$ cat config.mk
export PLATFORM = sky130hd
export DESIGN_NAME = wave_timer16
export DESIGN_NICKNAME = d
export VERILOG_FILES = /design/src/rtl/wave_timer_pkg.sv /design/src/rtl/wt_prescale.sv /design/src/rtl/wt_mode_dec.sv /design/src/rtl/wt_count_core.sv /design/src/rtl/wave_timer16.sv
export SDC_FILE = /design/constraint.sdc
export NUM_CORES = 1
export LEC_CHECK = 0
export ABC_AREA = 1
export BUFFER_PORTS_ARGS = -buffer_cell sky130_fd_sc_hd__clkbuf_2
export CORE_UTILIZATION = 30
export CTS_CLUSTER_SIZE = 16
export DETAILED_ROUTE_END_ITERATION = 16
export GPL_ROUTABILITY_DRIVEN = 0
export SYNTH_ARGS = -nofsm -noshare
export SYNTH_HDL_FRONTEND = slang
export SYNTH_HIERARCHICAL = 1
export SYNTH_SLANG_ARGS = --single-unit
$ cat constraint.sdc
create_clock -name clk -period 2.5 [get_ports clk]
set_clock_uncertainty 0.15 [all_clocks]
set_input_delay 0.5 -clock clk [delete_from_list [all_inputs] [get_ports clk]]
set_output_delay 0.5 -clock clk [all_outputs]
set_load 0.05 [all_outputs]
$ cat src/rtl/wave_timer_pkg.sv
package wave_timer_pkg;

   typedef enum logic [2:0] {
      TOP_FULL,
      TOP_BYTE,
      TOP_TEN,
      TOP_CMP,
      TOP_CAP
   } top_src_e;

   typedef struct packed {
      logic     dual;
      top_src_e src;
   } mode_cfg_t;

   function automatic mode_cfg_t decode_mode(input logic [3:0] code);
      mode_cfg_t cfg;
      cfg.dual = 1'b0;
      cfg.src  = TOP_FULL;
      case (code)
         4'd1:    begin cfg.dual = 1'b1; cfg.src = TOP_BYTE; end
         4'd3:    begin cfg.dual = 1'b1; cfg.src = TOP_TEN;  end
         4'd4:    cfg.src = TOP_CMP;
         4'd5:    cfg.src = TOP_BYTE;
         4'd7:    cfg.src = TOP_TEN;
         4'd10:   begin cfg.dual = 1'b1; cfg.src = TOP_CAP;  end
         4'd11:   begin cfg.dual = 1'b1; cfg.src = TOP_CMP;  end
         4'd12:   cfg.src = TOP_CAP;
         4'd14:   cfg.src = TOP_CAP;
         4'd15:   cfg.src = TOP_CMP;
         default: cfg.src = TOP_FULL;
      endcase
      return cfg;
   endfunction

endpackage

$ cat src/rtl/wt_prescale.sv
module wt_prescale #(
   parameter int SEL_W    = 3,
   parameter int MAX_LOG2 = 10
) (
   input  logic             clk,
   input  logic             rst_n,
   input  logic [SEL_W-1:0] sel,
   output logic             tick
);
   localparam int DIV_W  = MAX_LOG2;
   localparam int SPAN_W = DIV_W + 1;

   if (SEL_W < 3) begin : g_bad_sel
      $error("wt_prescale: SEL_W must be at least 3");
   end
   if (MAX_LOG2 < 10) begin : g_bad_div
      $error("wt_prescale: MAX_LOG2 must cover divide by 1024");
   end

   logic [SEL_W-1:0] sel_q;
   logic [DIV_W-1:0] pre_cnt;
   logic [DIV_W-1:0] term;
   logic [3:0]       sh;
   logic             en;
   logic             changed;

   always_comb begin
      en = 1'b1;
      case (sel)
         SEL_W'(1): sh = 4'd0;
         SEL_W'(2): sh = 4'd3;
         SEL_W'(3): sh = 4'd6;
         SEL_W'(4): sh = 4'd8;
         SEL_W'(5): sh = 4'd10;
         default:   begin sh = 4'd0; en = 1'b0; end
      endcase
      term = DIV_W'((SPAN_W'(1) << sh) - SPAN_W'(1));
   end

   assign changed = (sel != sel_q);
   assign tick    = en && !changed && (pre_cnt == term);

   always_ff @(posedge clk or negedge rst_n) begin
      if (!rst_n) begin
         sel_q   <= '0;
         pre_cnt <= '0;
      end else begin
         sel_q <= sel;
         if (changed || !en || tick) pre_cnt <= '0;
         else                        pre_cnt <= pre_cnt + 1'b1;
      end
   end
endmodule

$ cat src/rtl/wt_mode_dec.sv
module wt_mode_dec
   import wave_timer_pkg::*;
#(
   parameter int CNT_W = 16
) (
   input  logic [3:0]       code,
   input  logic [CNT_W-1:0] cmp_a,
   input  logic [CNT_W-1:0] cap_val,
   output logic             dual,
   output logic [CNT_W-1:0] top
);
   localparam logic [CNT_W-1:0] TOP_B = CNT_W'(255);
   localparam logic [CNT_W-1:0] TOP_T = CNT_W'(1023);
   localparam logic [CNT_W-1:0] TOP_F = '1;

   mode_cfg_t cfg;

   always_comb begin
      cfg  = decode_mode(code);
      dual = cfg.dual;
      case (cfg.src)
         TOP_BYTE: top = TOP_B;
         TOP_TEN:  top = TOP_T;
         TOP_CMP:  top = cmp_a;
         TOP_CAP:  top = cap_val;
         default:  top = TOP_F;
      endcase
   end
endmodule

$ cat src/rtl/wt_count_core.sv
module wt_count_core #(
   parameter int CNT_W = 16
) (
   input  logic             clk,
   input  logic             rst_n,
   input  logic             tick,
   input  logic             dual,
   input  logic [CNT_W-1:0] top,
   output logic [CNT_W-1:0] count,
   output logic             down,
   output logic             top_hit,
   output logic             bottom_hit,
   output logic             wrap
);
   logic [CNT_W-1:0] nxt;
   logic             nxt_down;
   logic             reach_top;

   always_comb begin
      nxt      = count;
      nxt_down = down;
      if (tick) begin
         if (top == '0) begin
            nxt      = '0;
            nxt_down = 1'b0;
         end else if (!dual) begin
            nxt_down = 1'b0;
            nxt      = (count >= top) ? '0 : count + 1'b1;
         end else if (!down) begin
            if (count >= top) begin
               nxt      = count - 1'b1;
               nxt_down = 1'b1;
            end else begin
               nxt = count + 1'b1;
            end
         end else if (count == '0) begin
            nxt      = CNT_W'(1);
            nxt_down = 1'b0;
         end else begin
            nxt = count - 1'b1;
         end
      end
   end

   assign reach_top = tick && (nxt == top) && (count != top);
   assign wrap      = tick && (nxt == '0) && (count != '0);

   always_ff @(posedge clk or negedge rst_n) begin
      if (!rst_n) begin
         count      <= '0;
         down       <= 1'b0;
         top_hit    <= 1'b0;
         bottom_hit <= 1'b0;
      end else begin
         count      <= nxt;
         down       <= nxt_down;
         top_hit    <= reach_top;
         bottom_hit <= wrap;
      end
   end
endmodule

$ cat src/rtl/wave_timer16.sv
module wave_timer16 #(
   parameter int CNT_W    = 16,
   parameter int SEL_W    = 3,
   parameter int MAX_LOG2 = 10
) (
   input  logic             clk,
   input  logic             rst_n,
   input  logic [SEL_W-1:0] clk_sel,
   input  logic [1:0]       mode_a,
   input  logic [1:0]       mode_b,
   input  logic [CNT_W-1:0] cmp_a,
   input  logic [CNT_W-1:0] cap_val,
   input  logic             ovf_clr,
   input  logic             ovf_ack,
   input  logic             ovf_ie,
   output logic [CNT_W-1:0] count,
   output logic             count_down,
   output logic             top_hit,
   output logic             bottom_hit,
   output logic             ovf_flag,
   output logic             ovf_irq
);
   if (CNT_W < 10) begin : g_bad_width
      $error("wave_timer16: CNT_W must hold the 10-bit TOP");
   end

   logic             tick;
   logic             dual;
   logic             wrap;
   logic [CNT_W-1:0] top_w;

   wt_prescale #(.SEL_W(SEL_W), .MAX_LOG2(MAX_LOG2)) u_pre (
      .clk  (clk),
      .rst_n(rst_n),
      .sel  (clk_sel),
      .tick (tick)
   );

   wt_mode_dec #(.CNT_W(CNT_W)) u_dec (
      .code   ({mode_b, mode_a}),
      .cmp_a  (cmp_a),
      .cap_val(cap_val),
      .dual   (dual),
      .top    (top_w)
   );

   wt_count_core #(.CNT_W(CNT_W)) u_core (
      .clk       (clk),
      .rst_n     (rst_n),
      .tick      (tick),
      .dual      (dual),
      .top       (top_w),
      .count     (count),
      .down      (count_down),
      .top_hit   (top_hit),
      .bottom_hit(bottom_hit),
      .wrap      (wrap)
   );

   always_ff @(posedge clk or negedge rst_n) begin
      if (!rst_n)                  ovf_flag <= 1'b0;
      else if (wrap)               ovf_flag <= 1'b1;
      else if (ovf_clr || ovf_ack) ovf_flag <= 1'b0;
   end

   assign ovf_irq = ovf_flag & ovf_ie;
endmodule

Word-level counts from Yosys, hierarchy flattened

Cells that the tools add are included.

Register bits: 33
Output and inout bits: 21

Order comparisons: 1
Equal/unequal tests: 23
Reductions and logical operators: 22
Shift-type cells: 1
Bitwise gates (word level): 1
Add/subtract/negate cells: 4
Multiplexer cells: 20

Operators with widths:

| kind                    | number |
|---|---|
| $mux W16                | 7 |
| $pmux W16 S4            | 1 |
| $logic_not A16 Y1       | 3 |
| $eq A4 B4 Y1 const B    | 5 |
| $add A16 B1 Y16 const B | 1 |
| $eq A16 B16 Y1          | 1 |
| $ge A16 B16 Y1          | 1 |
| $ne A16 B16 Y1          | 1 |
| $pmux W4 S4             | 1 |
| $reduce_bool A16 Y1     | 1 |
| $sub A16 B1 Y16 const B | 1 |
| $eq A3 B2 Y1 const B    | 4 |
| $eq A4 B3 Y1 const B    | 3 |
| $pmux W3 S4             | 1 |
| $add A10 B1 Y10 const B | 1 |
| $eq A10 B10 Y1          | 1 |
| $mux W10                | 1 |
| $shl A1 B4 Y10 const A  | 1 |
| $sub A10 B2 Y10 const B | 1 |
| $eq A3 B3 Y1 const B    | 3 |
| $mux W1                 | 9 |
| $eq A3 B1 Y1 const B    | 2 |
| $logic_and A1 B1 Y1     | 6 |
| $reduce_or A3 Y1        | 2 |
| 10 further kinds        | 14 |

Depth between registers and ports, before layout

Depth after elaboration: 15
Depth in mapped cells: 30

Modules after synthesis

Netlist, hierarchy kept.

Modules (own cells, without submodules):

| module        | sequential area each (um^2) | cells each | area an instance (um^2) | instances |
|---|---|---|---|---|
| wt_count_core | 475.5                       | 445        | 2,760.1                 | 1 |
| wt_prescale   | 325.3                       | 133        | 895.9                   | 1 |
| wt_mode_dec   | 0.0                         | 72         | 382.9                   | 1 |
| wave_timer16  | 25.0                        | 7          | 47.5                    | 1 |

Least setup slack after synthesis

No wires, ideal clock.

Path type: input to register
Start: input port clk_sel[1]
End: register u_core.top_hit
Arrival time: 2,949 ps
Slack: -668 ps
Required time: 2,281 ps
Stages: 22
Path buffers: 1
Cell sequence: inv_1 -> ha_1 -> inv_1 -> nand3_1 -> nand2_1 -> nand3_1 -> nor2_1 -> nand3_1 -> nor2_2 -> nand2_2 -> nor2_1 -> nand2_1 -> inv_1 -> buf_2 -> nand2_1 -> nand2_1 -> nand2_1 -> nand2_1 -> nand3_1 -> nor2_1 -> nand2_1 -> nor2_2

Longest elaborated chain between the ends: 10

Ends and longest elaborated chain:

| element                                      | RTL line            | source |
|---|---|---|
| from (decl)                                  | wave_timer16.sv:8   | `input logic [SEL_W-1:0] clk_sel,` |
| $eq A3 B3 Y1 or $eq A3 B2 Y1 (tied branches) | wt_prescale.sv:29   | `case (sel)` |
| $pmux W4 S4                                  | wt_prescale.sv:29   |  |
| $shl A1 B4 Y10                               | wt_prescale.sv:37   | `term = DIV_W'((SPAN_W'(1) << sh) - SPAN_W'(1));` |
| $sub A10 B2 Y10                              | wt_prescale.sv:37   |  |
| $eq A10 B10 Y1                               | wt_prescale.sv:41   | `assign tick = en && !changed && (pre_cnt == term);` |
| $logic_and A1 B1 Y1 (*)                      | wt_prescale.sv:41   |  |
| via tick                                     | wave_timer16.sv:27  | `logic tick;` |
| $mux W16 (*)                                 | wt_count_core.sv:22 | `if (tick) begin` |
| via u_core.nxt[8]                            | wt_count_core.sv:15 | `logic [CNT_W-1:0] nxt;` |
| $eq A16 B16 Y1 (*)                           | wt_count_core.sv:45 | `assign reach_top = tick && (nxt == top) && (count != top);` |
| $logic_and A1 B1 Y1 (*) (2 in a row)         | wt_count_core.sv:45 |  |
| via u_core.reach_top                         | wt_count_core.sv:17 | `logic reach_top;` |
| to (signal assigned)                         | wt_count_core.sv:57 | `top_hit <= reach_top;` |
| to (decl)                                    | wt_count_core.sv:11 | `output logic top_hit,` |

Mark *: on every way through the listed nets, which the timed path passes. The rest lies on a longest branch.
A chain may end at the register's enable or synchronous reset.

Worst setup path after layout

Start: input port mode_a[1]
End: register u_core.top_hit

Longest elaborated chain between the ends: 14

Ends and longest elaborated chain:

| element                                                        | RTL line                                 | source |
|---|---|---|
| from (decl)                                                    | wave_timer16.sv:9                        | `input logic [1:0] mode_a,` |
| $eq A4 B3 Y1, or another cell as far along                     | wave_timer_pkg.sv:20                     | `case (code)` |
| $reduce_or A3 Y1 (no line) or $reduce_or A2 Y1 (tied branches) | -                                        |  |
| $pmux W3 S4 (*)                                                | wave_timer_pkg.sv:20                     |  |
| $eq A3 B3 Y1, or another cell as far along                     | wt_mode_dec.sv:21                        | `case (cfg.src)` |
| $pmux W16 S4 (*)                                               | wt_mode_dec.sv:21                        |  |
| via top_w[7]                                                   | wave_timer16.sv:30                       | `logic [CNT_W-1:0] top_w;` |
| $ge A16 B16 Y1                                                 | wt_count_core.sv:28, wt_count_core.sv:30 |  |
| $mux W16                                                       | wt_count_core.sv:30                      | `if (count >= top) begin` |
| $mux W16                                                       | wt_count_core.sv:29                      | `end else if (!down) begin` |
| $mux W16                                                       | wt_count_core.sv:26                      | `end else if (!dual) begin` |
| $mux W16 (*)                                                   | wt_count_core.sv:23                      | `if (top == '0) begin` |
| $mux W16 (*)                                                   | wt_count_core.sv:22                      |  |
| via u_core.nxt[6]                                              | wt_count_core.sv:15                      |  |
| $eq A16 B16 Y1 (*)                                             | wt_count_core.sv:45                      |  |
| $logic_and A1 B1 Y1 (*) (2 in a row)                           | wt_count_core.sv:45                      |  |
| via u_core.reach_top                                           | wt_count_core.sv:17                      |  |

Marked as above.

==> summary.md <==
| Metric | Value |
|---|---|
| Fin worst setup slack | `-750.1 ps` |
| Syn_nets | `724` |
| Worst slew margin | `0.6638` |
| PortBufs | `64` |
| Critical Path RT | `2560 ps` |
| Critical Path Source Type | `input port` |
| Fin. Hold Viols | `0` |
| Layout fillers | `1,336` |
| Via Count | `approximately 4,900` |
| Met3 wire len | `794 um` |
| Pre-CTS setup slack | `-1072 ps` |
| RSZ-0062 raised after global routing | `true` |
| Slowest stage delay, CP | `between 200 and 250 ps` |
| Failing checks | `setup timing` |
| Status | `complete, but fails checks` |
| Clk slew on worst S/H paths | `60 ps` |
| Slew at the pin closest to its max-slew limit | `504.3 ps` |
| Tmin final | `between 3000 and 4000 ps` |
| Number of routed nets with antenna violations | `0` |
| Metal1 wirelength | `6835 um` |
| Initial drt markers | `238` |
| ANT cells | `0` |
| Multi-input combinational cell area | `around 3500 sq um` |
| Slowest CP cell | `ha_4` |
| Clk Latency, worst-skew pair | `between 200 and 300 ps` |
| FF/Latch Area | `roughly 830 sq um` |
| Drt wl/cell | `14.21 um` |
| CP max FO | `7` |
| GRT overflow | `0` |
| Die Area | `14,090 sq um` |
| Placement row count | `42` |
| First-pass GRT wire length | `around 23,000 um` |
| Vias in the first global route | `~4,700` |
| Delay-heaviest family, CP | `simple AND/OR/NAND/NOR gates` |
| CTS root buf | `clkbuf_16` |
| Setup Crit Path Kind | `in2reg` |
| Largest net degree at the start of global routing | `20` |
| Max Used Layer | `met4` |
| Setup-violating endpoint count in the final report | `19` |
| Synthesized flop and latch total | `33` |
| Seq/Total Area, Yosys | `0.2021` |
| Die Wd | `approximately 120 um` |
| Post-Syn Area per Cell | `6.220 sq um` |
| Initial antenna violation count | `0` |
| DRC viols | `0` |
| All-Layer GR Usage | `0.2071` |
| Ports | `65` |
| Post-synth EDFFs | `0` |
| Pwr/cell area | `489.2 nW/um^2` |
| Max-Cap Viols | `0` |
| Setup crit end kind | `register` |
| Post-synthesis cell type count | `37` |
| Final Slew Violations | `0` |
| Area grow syn2layout | `62.89%` |
| Die height | `118.7 um` |
| 1st-pass router iterations | `6` |
| Layout cell share with drive strength beyond 1 | `0.4977` |
| TritonCTS buffer count | `5` |
| Synthesized area | `about 4100 sq um` |
| Post-Route WL | `14,780 um` |
| H-tree lvl count | `2` |
| Hpwl dp | `between 10,000 and 15,000 um` |
| VDD IR-drop max | `234.4 uV` |
| Yosys warns | `6` |
| Starting Density | `0.3086` |
| Core area | `between 10,000 and 15,000 sq um` |
| TritonCTS clock tree | `built` |
| CTS Buffer Depth | `2` |
| Most used cell, CP | `nand2_2` |
| Final clock period utilization by the worst path | `1.300` |
| Worst hold path type | `in2async` |
| Drt via density | `4.749` |
| Max Fclk | `0.3077 GHz` |
| # clock sinks | `33` |
| Final #Nets | `930` |
| Leakage Power | `3.412 nW` |
| Cell count after synthesis | `657` |
| Asr flop ratio synth | `1.000` |
| Met2 wire len | `6771 um` |
| Main synth FF type | `dfrtp_1` |
| Worst Path Arrival | `around 3300 ps` |
| Setup tns final | `-5805 ps` |
| Bufs and invs on worst path | `5` |
where the power goes:
part / switching [mW] / internal, mW / leakage (nW)
logic: 1.06 / 0.781 / 2.88
clock network: 0.240 / 0.569 / 0.0938
registers: 0.0381 / 0.571 / 0.439
state kept, by name (all words and copies together) (netlist names):
register / cells
u_pre/pre_cnt: 10
u_core/down: 1
u_core/bottom_hit: 1
u_core/count: 16
ovf_flag: 1
u_pre/sel_q: 3
u_core/top_hit: 1
per-stage QoR:
step | power [mW] | hold WS (ps) | cells | util | instance area (sq um)
after floorplan | 1.584 | 54.41 | 657 | - | 4360
after global placement | 2.176 | 337.8 | 1005 | 0.4322 | 5723
after detailed placement | 2.178 | 340.9 | 1005 | 0.4322 | 5723
after CTS | 3.130 | 43.87 | 1031 | 0.4803 | 6361
after global routing | 3.450 | 64.92 | 1040 | 0.5026 | 6656
final | 3.256 | 24.44 | 1040 | 0.5026 | 6656
final timing paths:
| check | start | endpoint | slack (ps) | depth (start not counted) |
|---|---|---|---|---|
| worst max-delay path | mode_a[1] | u_core/top_hit$_DFF_PN0_ | -750 | 25 |
| worst min-delay path | rst_n | u_core/count[10]$_DFF_PN0_ | 20 | 1 |
| worst max register to register | u_core/count[15]$_DFF_PN0_ | u_core/top_hit$_DFF_PN0_ | -190 | 17 |
| worst min register to register | ovf_flag$_DFFE_PN0P_ | ovf_flag$_DFFE_PN0P_ | 350 | 2 |
| max in group asynchronous | rst_n | u_pre/pre_cnt[9]$_DFF_PN0_ | 1630 | 2 |
| min in group clk | ovf_clr | ovf_flag$_DFFE_PN0P_ | 310 | 4 |
layout make-up:
cell class	instances	share of cell area
clock inverters	3	0.009774
multi-input cells	525	0.5201
inverters	83	0.05000
clock buffers	5	0.01880
repair buffers	215	0.2442
flip-flops and latches	33	0.1241
well taps	176	0.03308
timing repair:
item,in CTS,in global routing
cloned,1,1
hold buffers,0,0
setup buffers,18,9
resized for setup,71,62
setup endpoints to repair,20,20
pin swaps,29,32
metal layers:
layer	vias to the layer above	track usage
met3	27	0.03571
li1	2495	-
met2	171	0.3385
met1	2246	0.2780
met4	0	0.05934
met5	-	0
synth_stat cells (2+ instances only):
library cell | n | area, sq um
nand2_1 | 207 | 777.0
buf_4 | 2 | 15.01
nand3b_1 | 2 | 15.01
nor2_4 | 7 | 78.83
a31oi_1 | 2 | 12.51
xor2_1 | 23 | 201.4
a21oi_1 | 15 | 75.07
nor2_2 | 10 | 62.56
nor3_2 | 3 | 30.03
o21ai_1 | 2 | 10.01
o21ai_0 | 6 | 30.03
nand3_1 | 66 | 330.3
inv_2 | 6 | 22.52
xnor2_1 | 2 | 17.52
nand2_4 | 2 | 22.52
o211ai_1 | 2 | 15.01
nor2_1 | 76 | 285.3
nand3_2 | 14 | 140.1
o21ai_2 | 3 | 26.28
clkinv_1 | 3 | 11.26
buf_2 | 6 | 30.03
inv_1 | 74 | 277.8
dfrtp_1 | 33 | 825.8
nand4_1 | 10 | 62.56
a21o_1 | 2 | 15.01
nor3_1 | 11 | 55.05
nand2_2 | 31 | 193.9
buf_6 | 6 | 67.56
ha_1 | 23 | 287.8
placed cells by master, fill, tap and decap left out, types with 15 or more instances in the layout:
cell	instances
nor2_1	64
inv_2	23
nand2_2	63
nand2_1	157
nand3_1	43
buf_4	135
inv_1	53
clkbuf_2	60
nand2_4	20
nand3_2	32
nor2_4	15
xor2_1	23
dfrtp_1	33
kinds of logic (layout without fill, tap and decap cells):
group / Yosys count / after routing / share of synthesized area
flops: 33 / 33 / 0.2021
compound gates: 34 / 34 / 0.04899
buf+inv: 99 / 306 / 0.1096
xor+xnor: 25 / 25 / 0.05358
fa+ha+maj: 23 / 23 / 0.07042
simple gates: 443 / 443 / 0.5153
No activity file was read; power rests on OpenSTA's default activity.
